**config.mk**
```make
export PLATFORM = sky130hd
export DESIGN_NAME = boot_unlock_guard
export DESIGN_NICKNAME = d
export VERILOG_FILES = /design/src/rtl/boot_unlock_pkg.sv /design/src/rtl/boot_write_decoder.sv /design/src/rtl/boot_seq_tracker.sv /design/src/rtl/boot_mode_reg.sv /design/src/rtl/boot_unlock_guard.sv
export SDC_FILE = /design/constraint.sdc
export NUM_CORES = 1
export LEC_CHECK = 0
export BUFFER_PORTS_ARGS = -buffer_cell sky130_fd_sc_hd__buf_2
export CAP_MARGIN = 20
export CORE_AREA = 2 2 39 41
export DETAILED_ROUTE_END_ITERATION = 10
export DIE_AREA = 0 0 41 43
export GPL_TIMING_DRIVEN = 0
export PLACE_DENSITY = 0.69
export SLEW_MARGIN = 5
export SYNTH_ARGS = -nofsm -noshare
export SYNTH_HDL_FRONTEND = slang
export SYNTH_HIERARCHICAL = 1
export SYNTH_SLANG_ARGS = --single-unit
```
**constraint.sdc**
```tcl
create_clock -name clk_i -period 0.8 [get_ports clk_i]
set_input_delay 0 -clock clk_i [delete_from_list [all_inputs] [get_ports clk_i]]
set_output_delay 0 -clock clk_i [all_outputs]
set_load 0.1 [all_outputs]
```
**src/rtl/boot_unlock_pkg.sv**
```systemverilog
package boot_unlock_pkg;
  localparam int BYTE_W = 8;

  typedef enum logic [1:0] {
    WR_NONE = 2'd0,
    WR_TRIG = 2'd1,
    WR_EXIT = 2'd2
  } wr_kind_e;
endpackage

```
**src/rtl/boot_write_decoder.sv**
```systemverilog
module boot_write_decoder
  import boot_unlock_pkg::*;
#(
  parameter int              ADDR_W    = 4,
  parameter logic [ADDR_W-1:0] TRIG_ADDR = 4'h3,
  parameter logic [ADDR_W-1:0] CTRL_ADDR = 4'h2,
  parameter int              EXIT_BIT  = 0
) (
  input  logic              wr_en_i,
  input  logic [ADDR_W-1:0] wr_addr_i,
  input  logic [BYTE_W-1:0] wr_data_i,
  output wr_kind_e          kind_o
);
  // Classify the current bus write; control writes without the exit bit are inert.
  always_comb begin
    kind_o = WR_NONE;
    if (wr_en_i) begin
      if (wr_addr_i == TRIG_ADDR) begin
        kind_o = WR_TRIG;
      end else if ((wr_addr_i == CTRL_ADDR) && wr_data_i[EXIT_BIT]) begin
        kind_o = WR_EXIT;
      end
    end
  end
endmodule

```
**src/rtl/boot_seq_tracker.sv**
```systemverilog
module boot_seq_tracker
  import boot_unlock_pkg::*;
#(
  parameter int                     KEY_LEN = 8,
  parameter logic [KEY_LEN*8-1:0]   KEY     = 64'hDEAD_BEEF_CAFE_BABE
) (
  input  logic              clk_i,
  input  logic              rst_ni,
  input  logic              trig_i,
  input  logic              clr_i,
  input  logic [BYTE_W-1:0] byte_i,
  output logic              done_o
);
  localparam int                 CNT_W = $clog2(KEY_LEN);
  localparam logic [CNT_W-1:0]   LAST  = CNT_W'(KEY_LEN - 1);
  localparam logic [CNT_W-1:0]   ONE   = CNT_W'(1);

  logic [BYTE_W-1:0] key_bytes [KEY_LEN];
  logic [CNT_W-1:0]  cnt_q, cnt_d;
  logic              hit, restart;

  // Byte g of the key sits at the g-th most significant byte of KEY.
  for (genvar g = 0; g < KEY_LEN; g++) begin : g_key
    assign key_bytes[g] = KEY[(KEY_LEN-1-g)*BYTE_W +: BYTE_W];
  end

  assign hit     = (byte_i == key_bytes[cnt_q]);
  assign restart = (byte_i == key_bytes[0]);

  always_comb begin
    cnt_d  = cnt_q;
    done_o = 1'b0;
    if (clr_i) begin
      cnt_d = '0;
    end else if (trig_i) begin
      if (hit) begin
        if (cnt_q == LAST) begin
          cnt_d  = '0;
          done_o = 1'b1;
        end else begin
          cnt_d = cnt_q + ONE;
        end
      end else begin
        cnt_d = restart ? ONE : '0;
      end
    end
  end

  always_ff @(posedge clk_i or negedge rst_ni) begin
    if (!rst_ni) begin
      cnt_q <= '0;
    end else if (trig_i || clr_i) begin
      cnt_q <= cnt_d;
    end
  end
endmodule

```
**src/rtl/boot_mode_reg.sv**
```systemverilog
module boot_mode_reg (
  input  logic clk_i,
  input  logic rst_ni,
  input  logic set_i,
  input  logic clr_i,
  output logic boot_en_o,
  output logic enter_pulse_o,
  output logic exit_pulse_o
);
  logic en_q, en_d, ent_q, ext_q;

  always_comb begin
    en_d = en_q;
    if (clr_i) begin
      en_d = 1'b0;
    end else if (set_i) begin
      en_d = 1'b1;
    end
  end

  always_ff @(posedge clk_i or negedge rst_ni) begin
    if (!rst_ni) begin
      en_q  <= 1'b0;
      ent_q <= 1'b0;
      ext_q <= 1'b0;
    end else begin
      en_q  <= en_d;
      ent_q <= set_i && !clr_i;
      ext_q <= clr_i;
    end
  end

  assign boot_en_o     = en_q;
  assign enter_pulse_o = ent_q;
  assign exit_pulse_o  = ext_q;
endmodule

```
**src/rtl/boot_unlock_guard.sv**
```systemverilog
module boot_unlock_guard
  import boot_unlock_pkg::*;
#(
  parameter int                   ADDR_W    = 4,
  parameter logic [ADDR_W-1:0]    TRIG_ADDR = 4'h3,
  parameter logic [ADDR_W-1:0]    CTRL_ADDR = 4'h2,
  parameter int                   EXIT_BIT  = 0,
  parameter int                   KEY_LEN   = 8,
  parameter logic [KEY_LEN*8-1:0] KEY       = 64'hDEAD_BEEF_CAFE_BABE
) (
  input  logic              clk_i,
  input  logic              rst_ni,
  input  logic              wr_en_i,
  input  logic [ADDR_W-1:0] wr_addr_i,
  input  logic [7:0]        wr_data_i,
  output logic              boot_en_o,
  output logic              enter_pulse_o,
  output logic              exit_pulse_o
);
  logic [1:0] rst_sync_q;
  logic       rst_n_int;
  wr_kind_e   kind;
  logic       trig_go, exit_go, key_done;

  // Asynchronous assertion, synchronous release.
  always_ff @(posedge clk_i or negedge rst_ni) begin
    if (!rst_ni) begin
      rst_sync_q <= 2'b00;
    end else begin
      rst_sync_q <= {rst_sync_q[0], 1'b1};
    end
  end
  assign rst_n_int = rst_sync_q[1];

  boot_write_decoder #(
    .ADDR_W   (ADDR_W),
    .TRIG_ADDR(TRIG_ADDR),
    .CTRL_ADDR(CTRL_ADDR),
    .EXIT_BIT (EXIT_BIT)
  ) u_dec (
    .wr_en_i  (wr_en_i),
    .wr_addr_i(wr_addr_i),
    .wr_data_i(wr_data_i),
    .kind_o   (kind)
  );

  // Trigger writes are ignored while boot mode is active.
  assign trig_go = (kind == WR_TRIG) && !boot_en_o;
  assign exit_go = (kind == WR_EXIT);

  boot_seq_tracker #(
    .KEY_LEN(KEY_LEN),
    .KEY    (KEY)
  ) u_seq (
    .clk_i (clk_i),
    .rst_ni(rst_n_int),
    .trig_i(trig_go),
    .clr_i (exit_go),
    .byte_i(wr_data_i),
    .done_o(key_done)
  );

  boot_mode_reg u_mode (
    .clk_i        (clk_i),
    .rst_ni       (rst_n_int),
    .set_i        (key_done),
    .clr_i        (exit_go),
    .boot_en_o    (boot_en_o),
    .enter_pulse_o(enter_pulse_o),
    .exit_pulse_o (exit_pulse_o)
  );
endmodule


```
Word-level counts from Yosys, hierarchy flattened --
Memory sizes are Yosys's and may differ from the RTL's. Index checks and enable logic that the tools add are counted.
Cells by class: reductions and logical operators 9, bitwise operators 1, $add $sub $neg 1, eq/ne operators 7, order comparisons 1, multiplexer cells 16
Operators with widths (number):
- $mux W8 | 2
- $mux W3 | 4
- $eq A4 B2 Y1 const B | 2
- $eq A8 B8 Y1 | 1
- $eq A8 B8 Y1 const B | 1
- $mux W1 | 7
- $mux W2 | 3
- $ge A4 B4 Y1 const B | 1
- $not A3 Y4 | 1
- $reduce_bool A2 Y1 | 2
- $add A3 B1 Y3 const B | 1
- $eq A3 B3 Y1 const B | 1
- $logic_and A1 B1 Y1 | 3
- $eq A2 B1 Y1 const B | 1
- $eq A2 B2 Y1 const B | 1
- $logic_not A1 Y1 | 2
- $reduce_and A2 Y1 | 1
- $logic_or A1 B1 Y1 | 1
Word-level totals: bits in read-only memories 64, register bits after elaboration 8, output and inout bits 3, logic and storage cells 41, memories kept 1, input port bits 15
Memory list:
- (name not given) | words 8, width 8, read ports 1, clocked after Yosys merged registers in 0, write ports 0, RTL line boot_seq_tracker.sv:27 | assign hit = (byte_i == key_bytes[cnt_q]);

Logic depth before layout (Yosys ltp) --
word-level depth 11, gate-level depth with buffers 8, depth with buffers taken out 8

Hierarchy --
The synthesis kept the hierarchy.
Modules (own cells, without submodules):
- boot_seq_tracker | seq. area each 75.1 sq um, area an instance 367.9 sq um, instances 1, cells an instance 41
- boot_mode_reg | seq. area each 75.1 sq um, area an instance 91.3 sq um, instances 1, cells an instance 5
- boot_unlock_guard | seq. area each 50.0 sq um, area an instance 75.1 sq um, instances 1, cells an instance 5
- boot_write_decoder | seq. area each 0.0 sq um, area an instance 37.5 sq um, instances 1, cells an instance 4

Least setup slack after synthesis --
Ideal clock, no wire load.
path type flip-flop to flip-flop, from register u_mode.en_q (netlist: u_mode/boot_en_o), to register u_seq.cnt_q[0], stages on the path, launching flop included 6, slack -1.163 ns, buffers on the path 0, clock period less this slack 1.963 ns, setup time 0.120 ns, data required time 0.680 ns, arrival 1.844 ns, path through dfrtp_1 nor3b_2 and2b_2 nor4b_1 a31o_1 a31o_1
On the way: word-level cells in the longest chain between the ends 4, elaborated cells between the ends (all ways) 5, classes of those cells reduce/logical: 5
Ends and longest elaborated chain:
- start: declaration | RTL line boot_mode_reg.sv:10 | logic en_q, en_d, ent_q, ext_q;
- start signal: assignment | RTL line boot_mode_reg.sv:27 | en_q <= en_d;
- $logic_not A1 Y1 (*) | RTL line boot_unlock_guard.sv:48 | assign trig_go = (kind == WR_TRIG) && !boot_en_o;
- $logic_and A1 B1 Y1 (*) | RTL line boot_unlock_guard.sv:48
- net trig_go | RTL line boot_unlock_guard.sv:23 | logic trig_go, exit_go, key_done;
- $reduce_bool A2 Y1 (no source line) / $logic_or A1 B1 Y1 (equally long branches)
- $reduce_and A2 Y1 (no source line) (*)
- end signal: assignment | RTL line boot_seq_tracker.sv:53 | cnt_q <= cnt_d;
- end: declaration | RTL line boot_seq_tracker.sv:19 | logic [CNT_W-1:0] cnt_q, cnt_d;
The timed path passes the listed nets; every way through them passes the cells marked *. A chain may end at the register's enable or synchronous reset.

Final worst setup path --
from register u_seq.cnt_q[0], to register u_seq.cnt_q[1]
On the way: word-level cells in the longest chain between the ends 8, elaborated cells between the ends (all ways) 11, classes of those cells add/sub: 1; eq/ne: 2; mux: 6; bitwise: 1; memory: 1
Ends and longest elaborated chain:
- $not A3 Y4 (implied by the code) | RTL line boot_seq_tracker.sv:27
- $mem_v2 Z8 W8
- $mux W8 (implied by the code) (2 in a row) | RTL line boot_seq_tracker.sv:27
- $eq A8 B8 Y1 | RTL line boot_seq_tracker.sv:27
- $mux W3 (*) | RTL line boot_seq_tracker.sv:36 | if (hit) begin
- $mux W3 (*) | RTL line boot_seq_tracker.sv:35 | end else if (trig_i) begin
- $mux W3 (*) | RTL line boot_seq_tracker.sv:33 | if (clr_i) begin
Mark *: on every way between the ends. The rest lies on a longest branch, timed or not. The select of a mux whose other input is x is not followed.

==> flow_summary.toml <==
[finish]
area_growth_syn_to_layout_pct = 62.8
drive_above_1_share = 0.640
stdcell_count = 102
finalNetCount = 106
n_antenna_cell = 0

[die]
row_count = 14
fp.dieArea_mm2 = 0.00176
die-width_um = 41
start_util = 0.413
ios = 18
die_y_um = 43
core_area_mm2 = 0.00138

[yosys]
synth_ff_type = "dfrtp_1"
synth_common_cells = "dfrtp_1, ha_1"
yosysTopAreaCellShare = 0.350
async_flop_share = 1.00
yosysSeqAreaShare = 0.350
synth_edf_count = 0
ys_seq_elements = 8
synth_cells = 55
synth_area_leaders = "dfrtp_1, ha_1, xor2_1"
yosysMostFrequentCell = "dfrtp_1"
ys_types = 30
syn_avg_cell_area_um2 = 10.4
ys_warn_count = 6
netlist_area_um2 = 572
syn-num-nets = 74
yosys.area.top_type = "dfrtp_1"

[detailed_routing]
drc = 0
drt-pass1-iter-count = 4
num_vias = 551
drt-total-wl_mm = 1.28
detail-route-antenna-nets = 0
wl_per_cell_um = 12.5
detail_route.vias_per_cell = 5.40
drt_iter0_markers = 5

[place]
portBuffers = 17
place_ws_ps = -984
place_inst = 88
hpwlAfterDp_um = 869
gp_congestion = 0.709

[worst_setup_path]
startpoint = "u_seq/cnt_q[0]"
criticalPathCategory = "flop to flop"
reg2reg_from = "u_seq/cnt_q[0]"
critPathCapture = "u_seq/cnt_q[1]"
cp.arrival_ps = 1820
cp-start-kind = "flop"
r2r-end = "u_seq/cnt_q[1]"
r2r_setup_slack_ps = -880
end_kind = "flop"
cp_max_fo = 5
r2r_cells = 8
required_ps = 940

[hold_path]
hp-class = "input pin to asynchronous set/reset pin"

[job]
cap_violations = 0

[sta]
fmax_mhz = 595
finalCritPeriodShare = 2.10
timing.final.crit_period_ps = 1680
hold_slack_ps = 75.9
skew_ps = 3.72
setup_slack_ps = -880
setup_viol = 8
drv_slew = 0
hold_viol = 0
rsz0062_at_grt = "true"

[clock_tree]
cts_tree = "yes"
clockBufferDepth = 2
htreeDepth = 1
cts.reportedPaths.clkPinSlew_ps = 50
cts_root_buf = "clkbuf_4"
cts.sinks = 8
numCtsBuffers = 3
insertion_delay_ps = 240

[outcome]
run_status = "finished with violations"
violations = "negative setup slack"

[grt]
grt_usage = 0.183
grt_max_degree = 10
grt-ovfl-total = 0
grt_pass1_vias = 554
grt_pass1_wl_mm = 2.19
antenna_found_initial = 0

[power]
leakagePower_nw = 0.377
p_per_area_mw_per_mm2 = 1330
peakVddDrop_v = 0.000884
==> area by class of cell <==
cell class	instances	area [µm²]
inverters	3	11.3
clock buffers	4	26.3
well taps	16	20.0
flip-flops and latches	8	208
repair buffers	27	198
plain buffers	1	5.00
multi-input cells	43	463
fillers	107	453
==> metrics by stage <==
stage               total power, mW  TNS (ps)  instance area [µm²]   util
global route                   1.33     -5150                  931  0.673
floorplan                     0.667     -3630                  592      -
CTS                            1.23     -4310                  921  0.665
detailed placement            0.756     -4740                  697  0.504
finish                         1.23     -4510                  931  0.673
global placement              0.754     -4780                  697  0.504
==> power by group <==
group,switching (mW),internal (mW)
clock,0.117,0.189
sequential,0.0315,0.433
combinational,0.213,0.250
==> layer usage <==
layer	global-route usage	wire length [µm]	up-vias
li1	-	-	267
met1	0.202	524	265
met2	0.303	687	17
met3	0.0419	57	2
met4	0.100	8	0
met5	0	0	-
==> cell families (layout without fill, tap and decap cells) <==
kind of cell | after synthesis | count (layout) | synth area share
fa+ha+maj | 4 | 4 | 0.0875
flops | 8 | 8 | 0.350
simple gates | 23 | 23 | 0.306
buf+inv | 4 | 35 | 0.0284
xor+xnor | 3 | 3 | 0.0460
mux | 2 | 2 | 0.0350
compound gates | 10 | 10 | 0.140
other cells | 1 | 1 | 0.00656
==> critical path, cell delays in order, from the launching register on <==
cell and delay [ps]:
dfrtp_2 450, inv_2 90, ha_4 200, mux2i_2 150, xor2_1 90, nor2_1 170, nand3b_1 170, buf_4 180
o32ai_2 90
==> cell usage in the layout, fill, tap and decap left out, drive strengths merged, types with 3 or more instances in the layout <==
| cell | n |
|---|---|
| dfrtp | 8 |
| ha | 4 |
| buf | 27 |
| and2b | 3 |
| clkbuf | 4 |
| inv | 3 |
| nor2 | 3 |
| xor2 | 3 |
| nand3b | 3 |
==> flip-flops by register name (all words and copies together) (netlist names) <==
register,cells
u_mode/enter_pulse_o,1
u_seq/cnt_q,3
rst_sync_q,2
u_mode/exit_pulse_o,1
u_mode/boot_en_o,1
==> worst min path at each step <==
| stage | from | endpoint | slack [ps] | depth (start not counted) |
|---|---|---|---|---|
| after floorplan | rst_ni | rst_sync_q[0] | -300 | 0 |
| after global placement | rst_ni | rst_sync_q[0] | -220 | 1 |
| after detailed placement | rst_ni | rst_sync_q[0] | -210 | 1 |
| after CTS | rst_ni | rst_sync_q[0] | 60 | 2 |
| after global routing | rst_ni | rst_sync_q[1] | 60 | 2 |
| final | rst_ni | rst_sync_q[0] | 80 | 2 |
==> what timing repair did <==
| action | in CTS | in global routing |
|---|---|---|
| cloned | 0 | 0 |
| pin swaps | 8 | 5 |
| setup endpoints to repair | 8 | 8 |
| setup buffers | 9 | 0 |
| endpoints found under the hold margin | 2 | 0 |
| resized for setup | 26 | 4 |
| hold buffers | 1 | 0 |
No activity file was read; power rests on OpenSTA's default activity.
